[src/rtl/usu_pkg.sv]
package usu_pkg;

    localparam int unsigned ADDR_W     = 2;
    localparam logic [1:0]  ADDR_CTRL  = 2'd0;
    localparam logic [1:0]  ADDR_STAT  = 2'd1;
    localparam logic [1:0]  ADDR_DATA  = 2'd2;
    localparam int unsigned TOGGLE_BIT = 4;

    typedef enum logic [1:0] {
        MODE_OFF    = 2'b00,
        MODE_3WIRE  = 2'b01,
        MODE_2WIRE  = 2'b10,
        MODE_2WIREB = 2'b11
    } mode_e;

    typedef struct packed {
        logic  fall_edge;
        logic  sw_source;
        mode_e mode;
    } ctrl_t;

    function automatic logic mode_active(input mode_e m);
        return m != MODE_OFF;
    endfunction

    function automatic logic mode_two_wire(input mode_e m);
        return m == MODE_2WIRE || m == MODE_2WIREB;
    endfunction

    function automatic ctrl_t ctrl_from_bits(input logic [3:0] b);
        ctrl_t c;
        c.mode      = mode_e'(b[1:0]);
        c.sw_source = b[2];
        c.fall_edge = b[3];
        return c;
    endfunction

endpackage

[src/rtl/usu_edge_det.sv]
module usu_edge_det #(
    parameter int unsigned SYNC_STAGES = 2
) (
    input  logic clk,
    input  logic rst,
    input  logic pin_clk,
    input  logic pin_din,
    input  logic sw_level,
    input  logic use_sw,
    output logic edge_any,
    output logic edge_rise,
    output logic edge_fall,
    output logic din_sync
);
    logic [1:0] sync_q [SYNC_STAGES];
    logic       level;
    logic       level_prev_q;

    for (genvar s = 0; s < SYNC_STAGES; s++) begin : g_sync
        always_ff @(posedge clk) begin
            if (rst) begin
                sync_q[s] <= 2'b00;
            end else if (s == 0) begin
                sync_q[s] <= {pin_din, pin_clk};
            end else begin
                sync_q[s] <= sync_q[s-1];
            end
        end
    end

    assign level    = use_sw ? sw_level : sync_q[SYNC_STAGES-1][0];
    assign din_sync = sync_q[SYNC_STAGES-1][1];

    always_ff @(posedge clk) begin
        if (rst) level_prev_q <= 1'b0;
        else     level_prev_q <= level;
    end

    assign edge_rise = level & ~level_prev_q;
    assign edge_fall = ~level & level_prev_q;
    assign edge_any  = level ^ level_prev_q;
endmodule

[src/rtl/usu_counter.sv]
module usu_counter #(
    parameter int unsigned CNT_W = 4
) (
    input  logic             clk,
    input  logic             rst,
    input  logic             enable,
    input  logic             step,
    input  logic             load,
    input  logic [CNT_W-1:0] load_val,
    input  logic             clear_flag,
    output logic [CNT_W-1:0] count,
    output logic             flag
);
    localparam logic [CNT_W-1:0] CNT_MAX = '1;

    logic advance;
    logic wrap;

    assign advance = enable && step && !load;
    assign wrap    = advance && (count == CNT_MAX);

    always_ff @(posedge clk) begin
        if (rst) begin
            count <= '0;
        end else if (load) begin
            count <= load_val;
        end else if (advance) begin
            count <= count + 1'b1;
        end
    end

    always_ff @(posedge clk) begin
        if (rst) begin
            flag <= 1'b0;
        end else if (wrap) begin
            flag <= 1'b1;
        end else if (clear_flag) begin
            flag <= 1'b0;
        end
    end
endmodule

[src/rtl/usu_shifter.sv]
module usu_shifter #(
    parameter int unsigned DATA_W = 8
) (
    input  logic              clk,
    input  logic              rst,
    input  logic              shift,
    input  logic              din,
    input  logic              load,
    input  logic [DATA_W-1:0] load_val,
    output logic [DATA_W-1:0] q
);
    always_ff @(posedge clk) begin
        if (rst) begin
            q <= '0;
        end else if (load) begin
            q <= load_val;
        end else if (shift) begin
            q <= {q[DATA_W-2:0], din};
        end
    end
endmodule

[src/rtl/usu_core.sv]
module usu_core
    import usu_pkg::*;
#(
    parameter int unsigned DATA_W      = 8,
    parameter int unsigned CNT_W       = 4,
    parameter int unsigned SYNC_STAGES = 2
) (
    input  logic              clk,
    input  logic              rst,
    input  logic              bus_we,
    input  logic [ADDR_W-1:0] bus_addr,
    input  logic [DATA_W-1:0] bus_wdata,
    output logic [DATA_W-1:0] bus_rdata,
    input  logic              sclk_pin,
    input  logic              din_pin,
    output logic              dout_pin,
    output logic              sda_low_o
);
    localparam int unsigned FLAG_BIT = DATA_W - 1;
    localparam int unsigned PAD_W    = DATA_W - CNT_W - 1;

    ctrl_t             ctrl_q;
    logic              sw_level_q;
    logic              we_ctrl, we_stat, we_data;
    logic              active;
    logic              edge_any, edge_rise, edge_fall, din_sync;
    logic              shift;
    logic [CNT_W-1:0]  count;
    logic              flag;
    logic [DATA_W-1:0] shreg;

    assign we_ctrl = bus_we && (bus_addr == ADDR_CTRL);
    assign we_stat = bus_we && (bus_addr == ADDR_STAT);
    assign we_data = bus_we && (bus_addr == ADDR_DATA);

    always_ff @(posedge clk) begin
        if (rst) begin
            ctrl_q     <= ctrl_from_bits(4'h0);
            sw_level_q <= 1'b0;
        end else if (we_ctrl) begin
            ctrl_q     <= ctrl_from_bits(bus_wdata[3:0]);
            sw_level_q <= sw_level_q ^ bus_wdata[TOGGLE_BIT];
        end
    end

    assign active = mode_active(ctrl_q.mode);
    assign shift  = active && (ctrl_q.fall_edge ? edge_fall : edge_rise);

    usu_edge_det #(.SYNC_STAGES(SYNC_STAGES)) u_edge (
        .clk       (clk),
        .rst       (rst),
        .pin_clk   (sclk_pin),
        .pin_din   (din_pin),
        .sw_level  (sw_level_q),
        .use_sw    (ctrl_q.sw_source),
        .edge_any  (edge_any),
        .edge_rise (edge_rise),
        .edge_fall (edge_fall),
        .din_sync  (din_sync)
    );

    usu_counter #(.CNT_W(CNT_W)) u_cnt (
        .clk        (clk),
        .rst        (rst),
        .enable     (active),
        .step       (edge_any),
        .load       (we_stat),
        .load_val   (bus_wdata[CNT_W-1:0]),
        .clear_flag (we_stat && bus_wdata[FLAG_BIT]),
        .count      (count),
        .flag       (flag)
    );

    usu_shifter #(.DATA_W(DATA_W)) u_shift (
        .clk      (clk),
        .rst      (rst),
        .shift    (shift),
        .din      (din_sync),
        .load     (we_data),
        .load_val (bus_wdata),
        .q        (shreg)
    );

    always_comb begin
        unique case (bus_addr)
            ADDR_CTRL: bus_rdata = DATA_W'(ctrl_q);
            ADDR_STAT: bus_rdata = {flag, {PAD_W{1'b0}}, count};
            ADDR_DATA: bus_rdata = shreg;
            default:   bus_rdata = '0;
        endcase
    end

    assign dout_pin  = shreg[DATA_W-1];
    assign sda_low_o = mode_two_wire(ctrl_q.mode) && !shreg[DATA_W-1];
endmodule

[config.mk]
export PLATFORM = sky130hd
export DESIGN_NAME = usu_core
export DESIGN_NICKNAME = d
export VERILOG_FILES = /design/src/rtl/usu_pkg.sv /design/src/rtl/usu_edge_det.sv /design/src/rtl/usu_counter.sv /design/src/rtl/usu_shifter.sv /design/src/rtl/usu_core.sv
export SDC_FILE = /design/constraint.sdc
export NUM_CORES = 1
export LEC_CHECK = 0
export ABC_AREA = 1
export CAP_MARGIN = 25
export CELL_PAD_IN_SITES_DETAIL_PLACEMENT = 1
export CELL_PAD_IN_SITES_GLOBAL_PLACEMENT = 1
export CORE_MARGIN = 5
export CORE_UTILIZATION = 35
export CTS_CLUSTER_SIZE = 30
export DETAILED_ROUTE_END_ITERATION = 10
export PLACE_DENSITY_LB_ADDON = 0.1
export SETUP_SLACK_MARGIN = 0.2
export SYNTH_ARGS = -nofsm -noshare
export SYNTH_HDL_FRONTEND = slang
export SYNTH_SLANG_ARGS = --single-unit
[constraint.sdc]
create_clock -name clk -period 1.7 [get_ports clk]
set_input_delay 0.51 -clock clk [delete_from_list [all_inputs] [get_ports clk]]
set_output_delay 0.51 -clock clk [all_outputs]
set_load 0.005 [all_outputs]
-- Yosys cells after proc, flatten, opt, wreduce, memory -nomap -nowiden
Memories as Yosys holds them, arrays and structs flattened.
Cells that the tools add are included.
- add/subtract/negate cells: 1
- reduce and logical (&&, ||, !) cells: 17
- equality and inequality tests: 5
- bitwise operators: 8
- mux-type cells: 14
- operators with widths (cell ; number):
    $pmux W8 S3 ; 1
    $mux W8 ; 2
    $logic_and A1 B1 Y1 ; 9
    $mux W4 ; 2
    $reduce_bool A2 Y1 ; 4
    $mux W1 ; 7
    $eq A2 B2 Y1 const B ; 3
    $add A4 B1 Y4 const B ; 1
    $eq A4 B4 Y1 const B ; 1
    $mux W2 ; 2
    $and A1 B1 Y1 ; 2
    $eq A2 B1 Y1 const B ; 1
    $logic_not A1 Y1 ; 2
    $logic_not A2 Y1 ; 1
    $not A1 Y1 ; 2
    $or A1 B1 Y1 ; 2
    $xor A1 B1 Y1 ; 2
    $logic_or A1 B1 Y1 ; 1
- register bits after elaboration: 19
- input port bits: 15
- bits in writable memories: 4
- memories: 1
- word-level logic and storage cells: 54
- memories (name ; words ; width ; rd ports ; clocked after memory_dff ; write ports ; RTL line ; RTL):
    u_edge.sync_q ; 2 ; 2 ; 2 ; 0 ; 2 ; usu_edge_det.sv:15 ; logic [1:0] sync_q [SYNC_STAGES];

-- Longest topological paths before layout
- word-level depth: 7
- mapped depth: 11
- depth with buffers taken out: 11

-- Cells and area by module
Synthesis repeated with hierarchy kept, for this count alone.
- cells, all modules: 209
- area, all modules: 1316.3 um^2
- by module, submodules not included (module ; cells each ; area each (um^2) ; sequential area each (um^2) ; instances):
    usu_core ; 77 ; 421.7 ; 100.1 ; 1
    usu_shifter ; 63 ; 411.6 ; 160.2 ; 1
    usu_counter ; 44 ; 285.3 ; 100.1 ; 1
    usu_edge_det ; 25 ; 197.7 ; 100.1 ; 1

-- Worst setup path after synthesis
OpenSTA, ideal clock, no wires.
- kind: input to output
- start point: input port bus_addr[1]
- end point: output port bus_rdata[7]
- slack: 148 ps
- required time: 1190 ps
- cell stages on the path: 5
- path buffers: 1
- data arrival time: 1042 ps
- cells stage by stage: inv_2 > nor2_2 > buf_6 > inv_1 > o21ai_0
- cells in the longest elaborated chain, start to end: 2
- elaborated cells between the ends (all ways): 4
- those cells by class: 2 x eq/ne; 1 x mux; 1 x reduce/logical
- RTL lines (element ; RTL line ; RTL):
    from (decl) ; usu_core.sv:11 ; input logic [ADDR_W-1:0] bus_addr,
    $eq A2 B2 Y1 (tied with other cells) ; usu_core.sv:85 ; unique case (bus_addr)
    $pmux W8 S3 * ; usu_core.sv:85 ;
    to (decl) ; usu_core.sv:13 ; output logic [DATA_W-1:0] bus_rdata,
Mark *: on every way between the ends. The rest lies on a longest branch, timed or not.

-- Worst setup path in the final report
- start point: input port bus_addr[0]
- end point: output port bus_rdata[1]
The elaborated chain is that of the path after synthesis.

==> summary.md <==
| Metric | Value |
|---|---|
| Crit path launch type | `primary input` |
| Overall power | `1160 uW` |
| Reg area | `approximately 470 um^2` |
| Synth unique cells | `23` |
| Post-route insts no fill | `295` |
| Tcrit/Tclk final | `1.05` |
| Core region area | `about 3600 um^2` |
| CTS tree | `done` |
| Largest net degree at the start of global routing | `18` |
| Fin. max-slew vios | `0` |
| Worst-margin pin slew | `0.310 ns` |
| Failing checks | `negative setup slack` |
| Fill cells | `461` |
| Clk buf depth | `2` |
| Detail Route Antenna Nets | `0` |
| #FFs+latches synth | `23` |
| Clk pin slew, worst setup/hold paths | `0.15 ns` |
| Root Driver | `clkbuf_4` |
| Rows | `22` |
| Outcome | `finished with violations` |
| CP Max Fanout | `5` |
| Worst Setup End Kind | `primary output` |
| Die H | `70.3 um` |
| Critical path class | `in -> out` |
| Final Hold Vio Count | `0` |
| Die W | `70.3 um` |
| Placed Instances | `280` |
| CTS H-tree lvls | `1` |
| # diodes | `0` |
| Layout cells sized above 1 | `0.425` |
| Fraction of registers with async set or reset after synthesis | `0` |
| Post-synth EDFFs | `0` |
| Vias in the first global route | `1,525` |
| Clock sinks | `23` |
| Data arrival, critical path | `1.27 ns` |
| 1st-iter DRT viols | `50` |
| Maximum vdd drop | `between 0.3 and 0.4 mV` |
| Remaining DRCs | `0` |
| Grt ovf | `0` |
| Post-synthesis cell count | `roughly 190` |
| Post-Syn Nets | `between 200 and 250` |
| CTS buffer count | `3` |
| Synthesized area | `1270 um^2` |
| Nets | `about 270` |
| HPWL Detailed | `approximately 3.1 mm` |
| Total GRT Usage | `0.175` |
| MaxCap Viol Count | `0` |
| First-pass GRT wire length | `6.98 mm` |
| Hold Path Cell Cnt | `2` |
| Final number of setup-violating endpoints | `5` |
| IO Port Bufs | `24` |
| Reg2reg setup slack | `0.17 ns` |
| Die ar. | `4940 um^2` |
| Layout area overhead | `59.9%` |
| Hold Path End | `u_edge.sync_q[1][0]` |
| Yosys warnings | `0` |
| Final min period | `1.78 ns` |
| Initial antenna violation count | `0` |
| Via density | `5.04` |
| Multi-input logic area | `between 800 and 900 um^2` |
| Syn avg cell area | `6.56 um^2` |
| Worst-skew pair later-pin latency | `0.33 ns` |
| P_leak | `0.000892 uW` |
| Vias | `1,486` |
| Dominant synthesized flop cell | `dfxtp_1` |
| RSZ-0062 raised after global routing | `yes` |
| R2R cell count | `12` |
| Post-Route WL | `~4.8 mm` |
| Req. time, crit path | `~1.2 ns` |
| Pwr Density | `roughly 570 nW/um^2` |
| R2R Path Start | `sw_level_q` |
| Min-delay src | `u_edge.sync_q[0][0]` |
| Gpl congestion | `0.796` |
| Post-Route Utilization | `0.569` |
| Initial Util | `0.356` |
| Setup Skew | `0.00954 ns` |
| Peak Freq | `0.562 GHz` |
| Final setup margin | `-0.0804 ns` |
| Routed len/inst | `around 16 um` |
| 1st-pass router iterations | `4` |
| Post-synthesis sequential area ratio | `0.362` |
| Number of I/O pins | `25` |
| Reg-to-Reg End | `u_shift.q[0]` |
| Worst hold path class | `reg -> reg` |
| Slew headroom | `0.793` |
-- metrics by stage --
stage	setup TNS (ns)	worst slack, ns	instance area (um^2)	hold slack (ns)
finish	-0.226	-0.0804	2030	0.414
global route	-0.391	-0.128	2030	0.447
CTS	-0.112	-0.0461	1880	0.419
detailed placement	-10.32	-0.929	1710	0.399
global placement	-9.32	-0.890	1710	0.391
floorplan	0	0.203	1280	0.388
-- registers in the layout (all words and copies together), names as in the netlist --
signal and flops:
u_shift.q 8, ctrl_q 4, u_cnt.count 4, u_edge.sync_q 4
sw_level_q 1, u_cnt.flag 1, u_edge.level_prev_q 1
-- cell usage after synthesis, types with 2 or more instances --
master,count,area share
ha_1,3,0.030
inv_1,28,0.083
nor2_1,18,0.053
o221ai_1,2,0.014
a21oi_2,2,0.014
dfxtp_1,23,0.36
nand3_1,21,0.083
a21oi_1,14,0.055
nand4_1,2,0.0098
nand3_4,2,0.028
inv_2,3,0.0088
o21ai_0,8,0.031
buf_6,2,0.018
nand2_1,57,0.17
-- repair_timing --
action	in CTS	in global routing
gates cloned	0	0
resized for setup	89	37
pin swaps	10	13
hold buffers	0	0
buffers inserted	7	4
setup endpoints to repair	28	23
-- where the power goes --
| group | internal (uW) | switching [uW] |
|---|---|---|
| clock | 90.1 | 189 |
| combinational | 145 | 167 |
| sequential | 559 | 11.7 |
-- cells by family (layout without fill, tap and decap cells) --
logic type      Yosys count  count (layout)  share of synthesized area
fa+ha+maj                 3               3                     0.0295
simple gates            104             104                      0.363
buf+inv                  36              89                      0.122
compound gates           28              28                      0.124
flops                    23              23                      0.362
-- worst max-delay path by stage --
| stage | to | startpoint | depth (start not counted) |
|---|---|---|---|
| after floorplan | bus_rdata[1] | bus_addr[1] | 3 |
| after global placement | bus_rdata[7] | bus_addr[0] | 5 |
| after detailed placement | bus_rdata[0] | bus_addr[0] | 5 |
| after CTS | bus_rdata[0] | bus_addr[1] | 8 |
| after global routing | bus_rdata[1] | bus_addr[0] | 7 |
| final | bus_rdata[1] | bus_addr[0] | 7 |
-- placed cells by master (no fill, tap or decap), drive strengths merged --
master / count
nand2: 58
buf: 40
inv: 31
nand3: 24
dfxtp: 23
nor2: 19
a21oi: 16
clkdlybuf4s50: 11
o21ai: 9
clkbuf: 3
ha: 3
o221ai: 2
nand4: 2
clkdlybuf4s15: 2
o211ai: 1
nor3: 1
clkinvlp: 1
dlygate4sd2: 1
-- layout make-up --
type,count,area share
clock buffer,3,0.0111
multi-input combinational,135,0.420
clock inverter,1,0.00369
tap,48,0.0295
inverter,31,0.0646
timing repair buffer,54,0.242
sequential,23,0.229
-- critical path: stages --
cell      delay [ns]
buf_12          0.11
nor2_4          0.14
buf_6           0.13
buf_6           0.10
nand2_2         0.05
o211ai_1        0.09
buf_2           0.14
-- layer usage --
| layer | share of wire | GRT usage | wire (um) |
|---|---|---|---|
| met1 | 0.39 | 0.177 | 1860 |
| met2 | 0.55 | 0.347 | 2640 |
| met3 | 0.031 | 0.0432 | 149 |
| met4 | 0.028 | 0.0447 | 135 |
| met5 | 0 | 0 | 0 |
Note: power is estimated with default switching activity, not from simulation.
